===== src/rtl/uart_rx_pkg.sv =====
package uart_rx_pkg;
  typedef enum logic [2:0] {
    ST_IDLE,
    ST_START,
    ST_DATA,
    ST_PAR,
    ST_STOP1,
    ST_STOP2
  } rx_state_e;

  localparam int FLAG_W   = 4;
  localparam int FLG_FULL = 0;
  localparam int FLG_OVR  = 1;
  localparam int FLG_FRM  = 2;
  localparam int FLG_PAR  = 3;
endpackage


===== src/rtl/uart_rx_sync.sv =====
module uart_rx_sync #(
  parameter int STAGES = 2
) (
  input  logic clk,
  input  logic rst_n,
  input  logic rx_i,
  output logic line_o,
  output logic fall_o
);
  logic [STAGES-1:0] chain_q;
  logic              prev_q;

  always_ff @(posedge clk or negedge rst_n) begin
    if (!rst_n) begin
      chain_q <= '1;
      prev_q  <= 1'b1;
    end else begin
      chain_q <= {chain_q[STAGES-2:0], rx_i};
      prev_q  <= chain_q[STAGES-1];
    end
  end

  assign line_o = chain_q[STAGES-1];
  assign fall_o = prev_q & ~chain_q[STAGES-1];
endmodule


===== src/rtl/uart_rx_frame.sv =====
module uart_rx_frame
  import uart_rx_pkg::*;
#(
  parameter int DATA_MAX = 8,
  parameter int OSR      = 16
) (
  input  logic                clk,
  input  logic                rst_n,
  input  logic                tick_i,
  input  logic                line_i,
  input  logic                fall_i,
  input  logic                rx_en_i,
  input  logic                allow_i,
  input  logic                seven_i,
  input  logic                par_en_i,
  input  logic                par_odd_i,
  input  logic                two_stop_i,
  output logic                done_o,
  output logic [DATA_MAX-1:0] data_o,
  output logic                perr_o,
  output logic                ferr_o,
  output logic                busy_o
);
  localparam int CNT_W = $clog2(OSR);
  localparam int IDX_W = $clog2(DATA_MAX);
  localparam logic [CNT_W-1:0] CNT_MID  = CNT_W'(OSR / 2 - 1);
  localparam logic [CNT_W-1:0] CNT_LAST = CNT_W'(OSR - 1);

  rx_state_e         state_q;
  logic [CNT_W-1:0]  cnt_q;
  logic [IDX_W-1:0]  idx_q;
  logic [DATA_MAX-1:0] shift_q;
  logic              pbit_q;
  logic [IDX_W-1:0]  last_idx;
  logic              bit_end;

  assign last_idx = seven_i ? IDX_W'(DATA_MAX - 2) : IDX_W'(DATA_MAX - 1);
  assign bit_end  = tick_i && (cnt_q == CNT_LAST);

  always_ff @(posedge clk or negedge rst_n) begin
    if (!rst_n) begin
      state_q <= ST_IDLE;
      cnt_q   <= '0;
      idx_q   <= '0;
      shift_q <= '0;
      pbit_q  <= 1'b0;
    end else if (!rx_en_i) begin
      state_q <= ST_IDLE;
      cnt_q   <= '0;
    end else begin
      unique case (state_q)
        ST_IDLE: begin
          if (fall_i && allow_i) begin
            state_q <= ST_START;
            cnt_q   <= '0;
          end
        end
        ST_START: begin
          if (tick_i) begin
            if (cnt_q == CNT_MID) begin
              cnt_q <= '0;
              if (!line_i) begin
                state_q <= ST_DATA;
                idx_q   <= '0;
                shift_q <= '0;
              end else begin
                state_q <= ST_IDLE;
              end
            end else begin
              cnt_q <= cnt_q + 1'b1;
            end
          end
        end
        ST_DATA: begin
          if (tick_i) begin
            cnt_q <= cnt_q + 1'b1;
            if (bit_end) begin
              shift_q[idx_q] <= line_i;
              idx_q <= idx_q + 1'b1;
              if (idx_q == last_idx) state_q <= par_en_i ? ST_PAR : ST_STOP1;
            end
          end
        end
        ST_PAR: begin
          if (tick_i) begin
            cnt_q <= cnt_q + 1'b1;
            if (bit_end) begin
              pbit_q  <= line_i;
              state_q <= ST_STOP1;
            end
          end
        end
        ST_STOP1: begin
          if (tick_i) begin
            cnt_q <= cnt_q + 1'b1;
            if (bit_end) state_q <= two_stop_i ? ST_STOP2 : ST_IDLE;
          end
        end
        ST_STOP2: begin
          if (tick_i) begin
            cnt_q <= cnt_q + 1'b1;
            if (bit_end) state_q <= ST_IDLE;
          end
        end
        default: state_q <= ST_IDLE;
      endcase
    end
  end

  // The character completes at the middle of the first stop bit.
  assign done_o = rx_en_i && (state_q == ST_STOP1) && bit_end;
  assign data_o = shift_q;
  assign perr_o = par_en_i && ((^shift_q ^ pbit_q) != par_odd_i);
  assign ferr_o = ~line_i;
  assign busy_o = (state_q != ST_IDLE);
endmodule


===== src/rtl/uart_rx_store.sv =====
module uart_rx_store
  import uart_rx_pkg::*;
#(
  parameter int DATA_MAX = 8
) (
  input  logic                clk,
  input  logic                rst_n,
  input  logic                done_i,
  input  logic [DATA_MAX-1:0] data_i,
  input  logic                perr_i,
  input  logic                ferr_i,
  input  logic                we_i,
  input  logic [FLAG_W-1:0]   wdata_i,
  output logic [DATA_MAX-1:0] rdata_o,
  output logic [FLAG_W-1:0]   flags_o
);
  logic [DATA_MAX-1:0] data_q;
  logic [FLAG_W-1:0]   flag_q;

  always_ff @(posedge clk or negedge rst_n) begin
    if (!rst_n) begin
      data_q <= '0;
      flag_q <= '0;
    end else begin
      // Clears first; a reception event in the same cycle overrides them.
      if (we_i) flag_q <= flag_q & wdata_i;
      if (done_i) begin
        if (flag_q[FLG_FULL]) begin
          flag_q[FLG_OVR] <= 1'b1;
        end else begin
          data_q <= data_i;
          if (perr_i || ferr_i) begin
            if (perr_i) flag_q[FLG_PAR] <= 1'b1;
            if (ferr_i) flag_q[FLG_FRM] <= 1'b1;
          end else begin
            flag_q[FLG_FULL] <= 1'b1;
          end
        end
      end
    end
  end

  assign rdata_o = data_q;
  assign flags_o = flag_q;
endmodule


===== src/rtl/uart_rx_sticky.sv =====
module uart_rx_sticky
  import uart_rx_pkg::*;
#(
  parameter int DATA_MAX    = 8,
  parameter int OSR         = 16,
  parameter int SYNC_STAGES = 2
) (
  input  logic                clk,
  input  logic                rst_n,
  input  logic                tick_i,
  input  logic                rx_i,
  input  logic                rx_en_i,
  input  logic                cfg_seven_i,
  input  logic                cfg_par_en_i,
  input  logic                cfg_par_odd_i,
  input  logic                cfg_two_stop_i,
  input  logic                stat_we_i,
  input  logic [FLAG_W-1:0]   stat_wdata_i,
  output logic [DATA_MAX-1:0] rdata_o,
  output logic                full_o,
  output logic                ovr_o,
  output logic                frm_o,
  output logic                par_o
);
  logic                line;
  logic                fall;
  logic                done;
  logic [DATA_MAX-1:0] chr_data;
  logic                perr;
  logic                ferr;
  logic                frame_busy;
  logic [FLAG_W-1:0]   flags;
  logic                err_any;

  assign err_any = flags[FLG_OVR] | flags[FLG_FRM] | flags[FLG_PAR];

  uart_rx_sync #(.STAGES(SYNC_STAGES)) u_sync (
    .clk    (clk),
    .rst_n  (rst_n),
    .rx_i   (rx_i),
    .line_o (line),
    .fall_o (fall)
  );

  uart_rx_frame #(.DATA_MAX(DATA_MAX), .OSR(OSR)) u_frame (
    .clk        (clk),
    .rst_n      (rst_n),
    .tick_i     (tick_i),
    .line_i     (line),
    .fall_i     (fall),
    .rx_en_i    (rx_en_i),
    .allow_i    (~err_any),
    .seven_i    (cfg_seven_i),
    .par_en_i   (cfg_par_en_i),
    .par_odd_i  (cfg_par_odd_i),
    .two_stop_i (cfg_two_stop_i),
    .done_o     (done),
    .data_o     (chr_data),
    .perr_o     (perr),
    .ferr_o     (ferr),
    .busy_o     (frame_busy)
  );

  uart_rx_store #(.DATA_MAX(DATA_MAX)) u_store (
    .clk     (clk),
    .rst_n   (rst_n),
    .done_i  (done),
    .data_i  (chr_data),
    .perr_i  (perr),
    .ferr_i  (ferr),
    .we_i    (stat_we_i),
    .wdata_i (stat_wdata_i),
    .rdata_o (rdata_o),
    .flags_o (flags)
  );

  assign full_o = flags[FLG_FULL];
  assign ovr_o  = flags[FLG_OVR];
  assign frm_o  = flags[FLG_FRM];
  assign par_o  = flags[FLG_PAR];
endmodule


===== config.mk =====
export PLATFORM = sky130hd
export DESIGN_NAME = uart_rx_sticky
export DESIGN_NICKNAME = d
export VERILOG_FILES = /design/src/rtl/uart_rx_pkg.sv /design/src/rtl/uart_rx_sync.sv /design/src/rtl/uart_rx_frame.sv /design/src/rtl/uart_rx_store.sv /design/src/rtl/uart_rx_sticky.sv
export SDC_FILE = /design/constraint.sdc
export NUM_CORES = 1
export LEC_CHECK = 0
export BUFFER_PORTS_ARGS = -buffer_cell sky130_fd_sc_hd__clkbuf_2
export CAP_MARGIN = 20
export CORE_ASPECT_RATIO = 1.75
export CORE_MARGIN = 10
export CORE_UTILIZATION = 60
export CTS_BUF_LIST = sky130_fd_sc_hd__clkbuf_8 sky130_fd_sc_hd__clkbuf_16
export CTS_CLUSTER_DIAMETER = 80
export DETAILED_ROUTE_END_ITERATION = 7
export PLACE_DENSITY = 0.92
export SYNTH_ARGS = -nofsm -noshare
export SYNTH_HDL_FRONTEND = slang
export SYNTH_SLANG_ARGS = --single-unit

===== constraint.sdc =====
create_clock -name clk -period 3.9 [get_ports clk]
set_clock_uncertainty 0.15 [all_clocks]
set_input_delay 0.195 -clock clk [delete_from_list [all_inputs] [get_ports clk]]
set_output_delay 0.195 -clock clk [all_outputs]
set_load 0.005 [all_outputs]

After elaboration in Yosys (flattened, before gate mapping)
Index checks and enable logic that the tools add are counted.

operators by class
  add/sub/neg operators = 2
  magnitude comparators = 2
  equality and inequality tests = 28
  multiplexer cells = 48
  bitwise gates (word level) = 8
  reductions and logical operators = 16

operator list
  cell                   number
  $mux W3                20
  $mux W8                5
  $mux W4                7
  $ne A3 B2 Y1 const B   7
  $ne A3 B3 Y1 const B   6
  $pmux W3 S6            1
  $pmux W8 S2            1
  $pmux W4 S3            1
  $reduce_and A12 Y1     1
  $bwmux W8              1
  $reduce_and A4 Y1      2
  $reduce_xor A8 Y1      1
  $mux W1                7
  $reduce_and A7 Y1      1
  $eq A3 B2 Y1 const B   2
  $eq A3 B3 Y1 const B   2
  $logic_and A1 B1 Y1    6
  $mux W2                3
  $ne A2 B2 Y1 const B   3
  $pmux W3 S2            1
  $add A4 B1 Y4 const B  1
  $and A4 B4 Y4          1
  $eq A4 B3 Y1 const B   1
  $eq A4 B4 Y1 const B   1
  other kinds (18)       22

storage, ports and cells
  register bits = 34
  input port bits = 14
  output and inout bits = 12
  logic and storage cells = 113

Depth between registers and ports, before layout
  depth in word-level cells = 8
  mapped depth = 7
  depth with buffers taken out = 6

Hierarchy
A second synthesis with hierarchy kept.

second synthesis, totals
  cells, all modules = 190
  area, all modules = 1965.6 µm²

modules (own cells, without submodules)
  module          instances  cells each  area an instance (µm²)  seq. area each (µm²)
  uart_rx_frame   1          154         1362.6                  475.5
  uart_rx_store   1          31          500.5                   300.3
  uart_rx_sync    1          4           92.6                    78.8
  uart_rx_sticky  1          1           10.0                    0.0

Worst setup path after synthesis
OpenSTA, ideal clock, no wires.

  path type = reg2reg
  start = register u_frame.state_q[2]
  end = register u_frame.cnt_q[2]
  setup time = 0.078 ns
  arrival = 1.911 ns
  data required time = 3.672 ns
  slack = 1.761 ns
  cell stages (with the launch flop) = 8
  buffers on the path = 1
  clock period less this slack = 2.139 ns
  cells stage by stage = dfrtp_1 buf_2 inv_1 ha_1 nor2_2 o221ai_2 or4b_1 a21boi_1

on the way
  longest elaborated chain between the ends = 4
  elaborated cells between the ends (all ways) = 14
  those cells by class = eq/ne: 9; mux: 2; reduce/logical: 3

ends and longest elaborated chain
  item                                                    line                 RTL
  from (decl)                                             uart_rx_frame.sv:29  rx_state_e state_q;
  from (signal assigned)                                  uart_rx_frame.sv:80  if (idx_q == last_idx) state_q <= par_en_i ? ST_PAR : ST_STOP1;
  from (signal assigned)                                  uart_rx_frame.sv:96  if (bit_end) state_q <= two_stop_i ? ST_STOP2 : ST_IDLE;
  $eq A3 B2 Y1 or $eq A3 B3 Y1 (tied branches)            uart_rx_frame.sv:51  unique case (state_q)
  $reduce_or A4 Y1 (no line)                              --
  $ne A4 B2 Y1 (no line) (tied with other cells)          --
  $reduce_and A4 Y1 (no line) or $mux W4 (tied branches)  --
  to (signal assigned)                                    uart_rx_frame.sv:70  cnt_q <= cnt_q + 1'b1;
  to (signal assigned)                                    uart_rx_frame.sv:76  cnt_q <= cnt_q + 1'b1;
  to (signal assigned)                                    uart_rx_frame.sv:86  cnt_q <= cnt_q + 1'b1;
  to (decl)                                               uart_rx_frame.sv:30  logic [CNT_W-1:0] cnt_q;

Several ways; a longest one is shown, not always the timed one.
A chain may end at the register's enable or synchronous reset.

Worst setup path after layout
Same ends and word-level chain as after synthesis.

==> impl_metrics.toml <==
[status]
status = "completed"

[yosys]
ys_warn_count = 0
synth-async-reset-ratio_pct = 100.0
syn_inst = 179
ys_ff_latch = 34
seq_area_frac_synth_pct = 45.53
synth-edff-count = 0
syn-cell-area_um2 = 1877
syn_nets = 196
synth_top_area_cell = "dfrtp_1"
synth_cell_types = 50
synth_top_area_share_pct = 41.33
syn_area_per_cell_um2 = 10.48
synthTopCellsByArea = "dfrtp_1 (41%), mux2_2 (5.4%), nand2_1 (5.0%), mux2i_1 (4.3%), dfstp_2 (4.2%)"
synth_top_flop_cell = "dfrtp_1"

[clock_network]
ctsResizeCount = 0
cts.sinks = 34
cts_buffer_depth = 2
cts_tree = "built"
cts_htree_levels = 2
clk_pin_slew_worst_paths_ns = 0.07
cts_root_buf = "clkbuf_8"
clk_latency_ns = 0.30
cts_buffers = 5

[power_and_ir_drop]
power_leakage_nw = 0.9966
internal-power_mw = 0.6972
sw_frac_of_total_pct = 28.28
p_comb_share_pct = 19.4
ir_drop_uv = 401.6
pwr-share-seq_pct = 40.2
switchingPower_mw = 0.2748
powerDensity_nw_per_um2 = 446.5
clkPwrFrac_pct = 40.4

[timing]
hold_violations = 0
setup_viol = 0
slew_viol_final = 0
clock.fmax_ghz = 0.4132
setup_tns_ns = 0
hold_slack_ns = 0.01490
rsz0062_at_grt = "no"
period_minus_slack_ns = 2.420
max_slew_margin_pct = 44.62
worstMarginPinSlew_ns = 0.8307
fin_crit_sh_pct = 62.06

[placement]
placed_cells = 238
placed_area_um2 = 2009
gp_congestion = 0.8429
port_buffers = 25
dpl.hpwl_um = 3174

[finish]
layoutNonFillerInstCount = 249
layout-drive-gt1-share_pct = 28.02
fin_area_um2 = 2177
nNetsFinal = 223
fill_cells = 196
area_growth_pct = 16.00
multi_input_area_um2 = 958.4
n_antenna_cell = 0
ff_latch_area_um2 = 854.6
final_core_util_pct = 73.54

[floorplanning]
die_y_um = 93.99
ios = 26
die_area_um2 = 5853
core_um2 = 2960
initial_core_util_pct = 63.40
fp-row-count = 26
die_w_um = 62.28

[critical_path]
worstSetupPathType = "flop to flop"
critPathMaxStageDelay_ns = 0.60
path_cells = "inv_1, ha_1, nor2_2, o221ai_2, or4b_1, a21boi_1"
crit_required_ns = 3.97
critical_path_arrival_ns = 2.49
critPathSlowestCell = "dfrtp_1"
critPathLaunchType = "flop"
critPathTopFamily = "simple AND/OR/NAND/NOR gates"
worst-path-buf-inv = 1
r2r_setup_slack_ns = 1.48
crit_fanout = 13
end_kind = "flop"

[grt]
grt_pass1_vias = 1524
grt_pass1_wl_um = 7527
grt_usage_pct = 15.92
grt_overflow = 0
grt_start_max_net_pins = 35
antenna_found_initial = 0

[detailed_routing]
num_vias = 1485
dr.pass1.iters = 4
detail-route-antenna-nets = 0
drt-initial-drc-count = 82
via_per_inst = 5.964
wirelength_um = 4503
detail_route.wl_per_cell_um = 18.08
drc = 0

[hold_path]
min_path_type = "input port to flop"

[flow_run]
drv_cap = 0
layout make-up:
cell class / instances / area share [%]
well taps: 42 / 2.414
inverters: 5 / 0.8621
clock inverters: 3 / 3.161
repair buffers: 28 / 7.126
multi-input cells: 132 / 44.02
flip-flops and latches: 34 / 39.25
clock buffers: 5 / 3.161
registers in the layout, summed over array words and instances, names as in the netlist:
| name | cells |
|---|---|
| u_sync.prev_q | 1 |
| u_store.flags_o | 4 |
| u_frame.pbit_q | 1 |
| u_frame.state_q | 3 |
| u_frame.idx_q | 3 |
| u_store.rdata_o | 8 |
| u_frame.cnt_q | 4 |
| u_frame.data_o | 8 |
| u_sync.chain_q | 2 |
layout by cell type, fill, tap and decap left out, drive strengths merged, types with 2 or more instances in the layout:
| master | n |
|---|---|
| nand2 | 25 |
| o31ai | 3 |
| dfrtp | 31 |
| nor3 | 2 |
| o21ai | 10 |
| dfstp | 3 |
| nor2 | 10 |
| xor2 | 2 |
| nor2b | 6 |
| nand2b | 3 |
| nand3 | 6 |
| nand4 | 5 |
| mux2i | 8 |
| o311ai | 2 |
| dlygate4sd3 | 3 |
| xnor2 | 7 |
| or3b | 3 |
| inv | 5 |
| o211ai | 2 |
| a21boi | 3 |
| bufinv | 2 |
| or4b | 2 |
| clkbuf | 30 |
| nor3b | 2 |
| ha | 3 |
| a21oi | 2 |
| mux2 | 9 |
| o41ai | 2 |
cells by family after synthesis:
| family | count (synthesis) | synth area share [%] |
|---|---|---|
| and+or+nand+nor | 71 | 21.47 |
| muxes | 17 | 9.667 |
| adders and majority gates | 3 | 2.000 |
| buffers and inverters | 13 | 3.400 |
| AOI/OAI and AO/OA | 31 | 12.53 |
| xor gates and xnor gates | 10 | 5.400 |
| DFF | 34 | 45.53 |
power groups by stage:
stage	clock, mW	sequential (mW)	combinational [mW]
floorplan	0	0.380	0.156
global placement	0	0.395	0.168
detailed placement	0	0.397	0.179
CTS	0.391	0.390	0.187
global route	0.411	0.394	0.208
finish	0.392	0.391	0.188
worst min-delay path, cell delays in order:
cell and delay [ns]:
clkbuf_2 0.07, o21ai_0 0.08, o31ai_1 0.07
synthesized netlist by cell type (2+ instances only):
| cell | count |
|---|---|
| inv_1 | 5 |
| nor3_1 | 2 |
| buf_2 | 3 |
| clkbuf_1 | 3 |
| o41ai_1 | 2 |
| nor2_1 | 9 |
| a21oi_1 | 2 |
| o31ai_1 | 3 |
| o311ai_1 | 2 |
| xnor2_1 | 7 |
| nand4_1 | 5 |
| nor2b_1 | 6 |
| nand3_1 | 5 |
| or3b_1 | 2 |
| a21boi_1 | 3 |
| dfrtp_1 | 31 |
| ha_1 | 3 |
| o21ai_1 | 2 |
| mux2_2 | 9 |
| nand2b_1 | 3 |
| dfstp_2 | 3 |
| o21ai_0 | 8 |
| nor3b_2 | 2 |
| nand2_1 | 25 |
| mux2i_1 | 8 |
| xor2_1 | 2 |
through the flow:
step                      power (mW)  worst slack [ns]
after CTS                     0.9677             1.486
after global routing           1.013             1.300
after floorplan               0.5355             1.761
after detailed placement      0.5756             1.535
final                         0.9720             1.480
after global placement        0.5630             1.656
layer usage:
layer / share of wire (%) / GRT usage, %
met1: 38 / 16.81
met5: 0 / 0
met2: 54 / 28.35
met4: 3.7 / 9.176
met3: 4.0 / 3.584
path summary, 6_finish.rpt:
path | start | to | cells after the start
min in group asynchronous | rst_n | u_frame.data_o[1] | 2
max in group asynchronous | rst_n | u_store.rdata_o[2] | 2
worst min-delay path | stat_wdata_i[2] | u_store.flags_o[2] | 3
worst max-delay path | u_frame.state_q[2] | u_frame.cnt_q[2] | 6
worst min register to register | u_sync.chain_q[0] | u_sync.chain_q[1] | 0
worst max register to register | u_frame.state_q[2] | u_frame.cnt_q[2] | 6
repair_timing:
item	CTS	global route
hold buffers	3	0
endpoints found under the hold margin	33	0
buffers inserted	0	0
No activity file was read; power rests on OpenSTA's default activity.
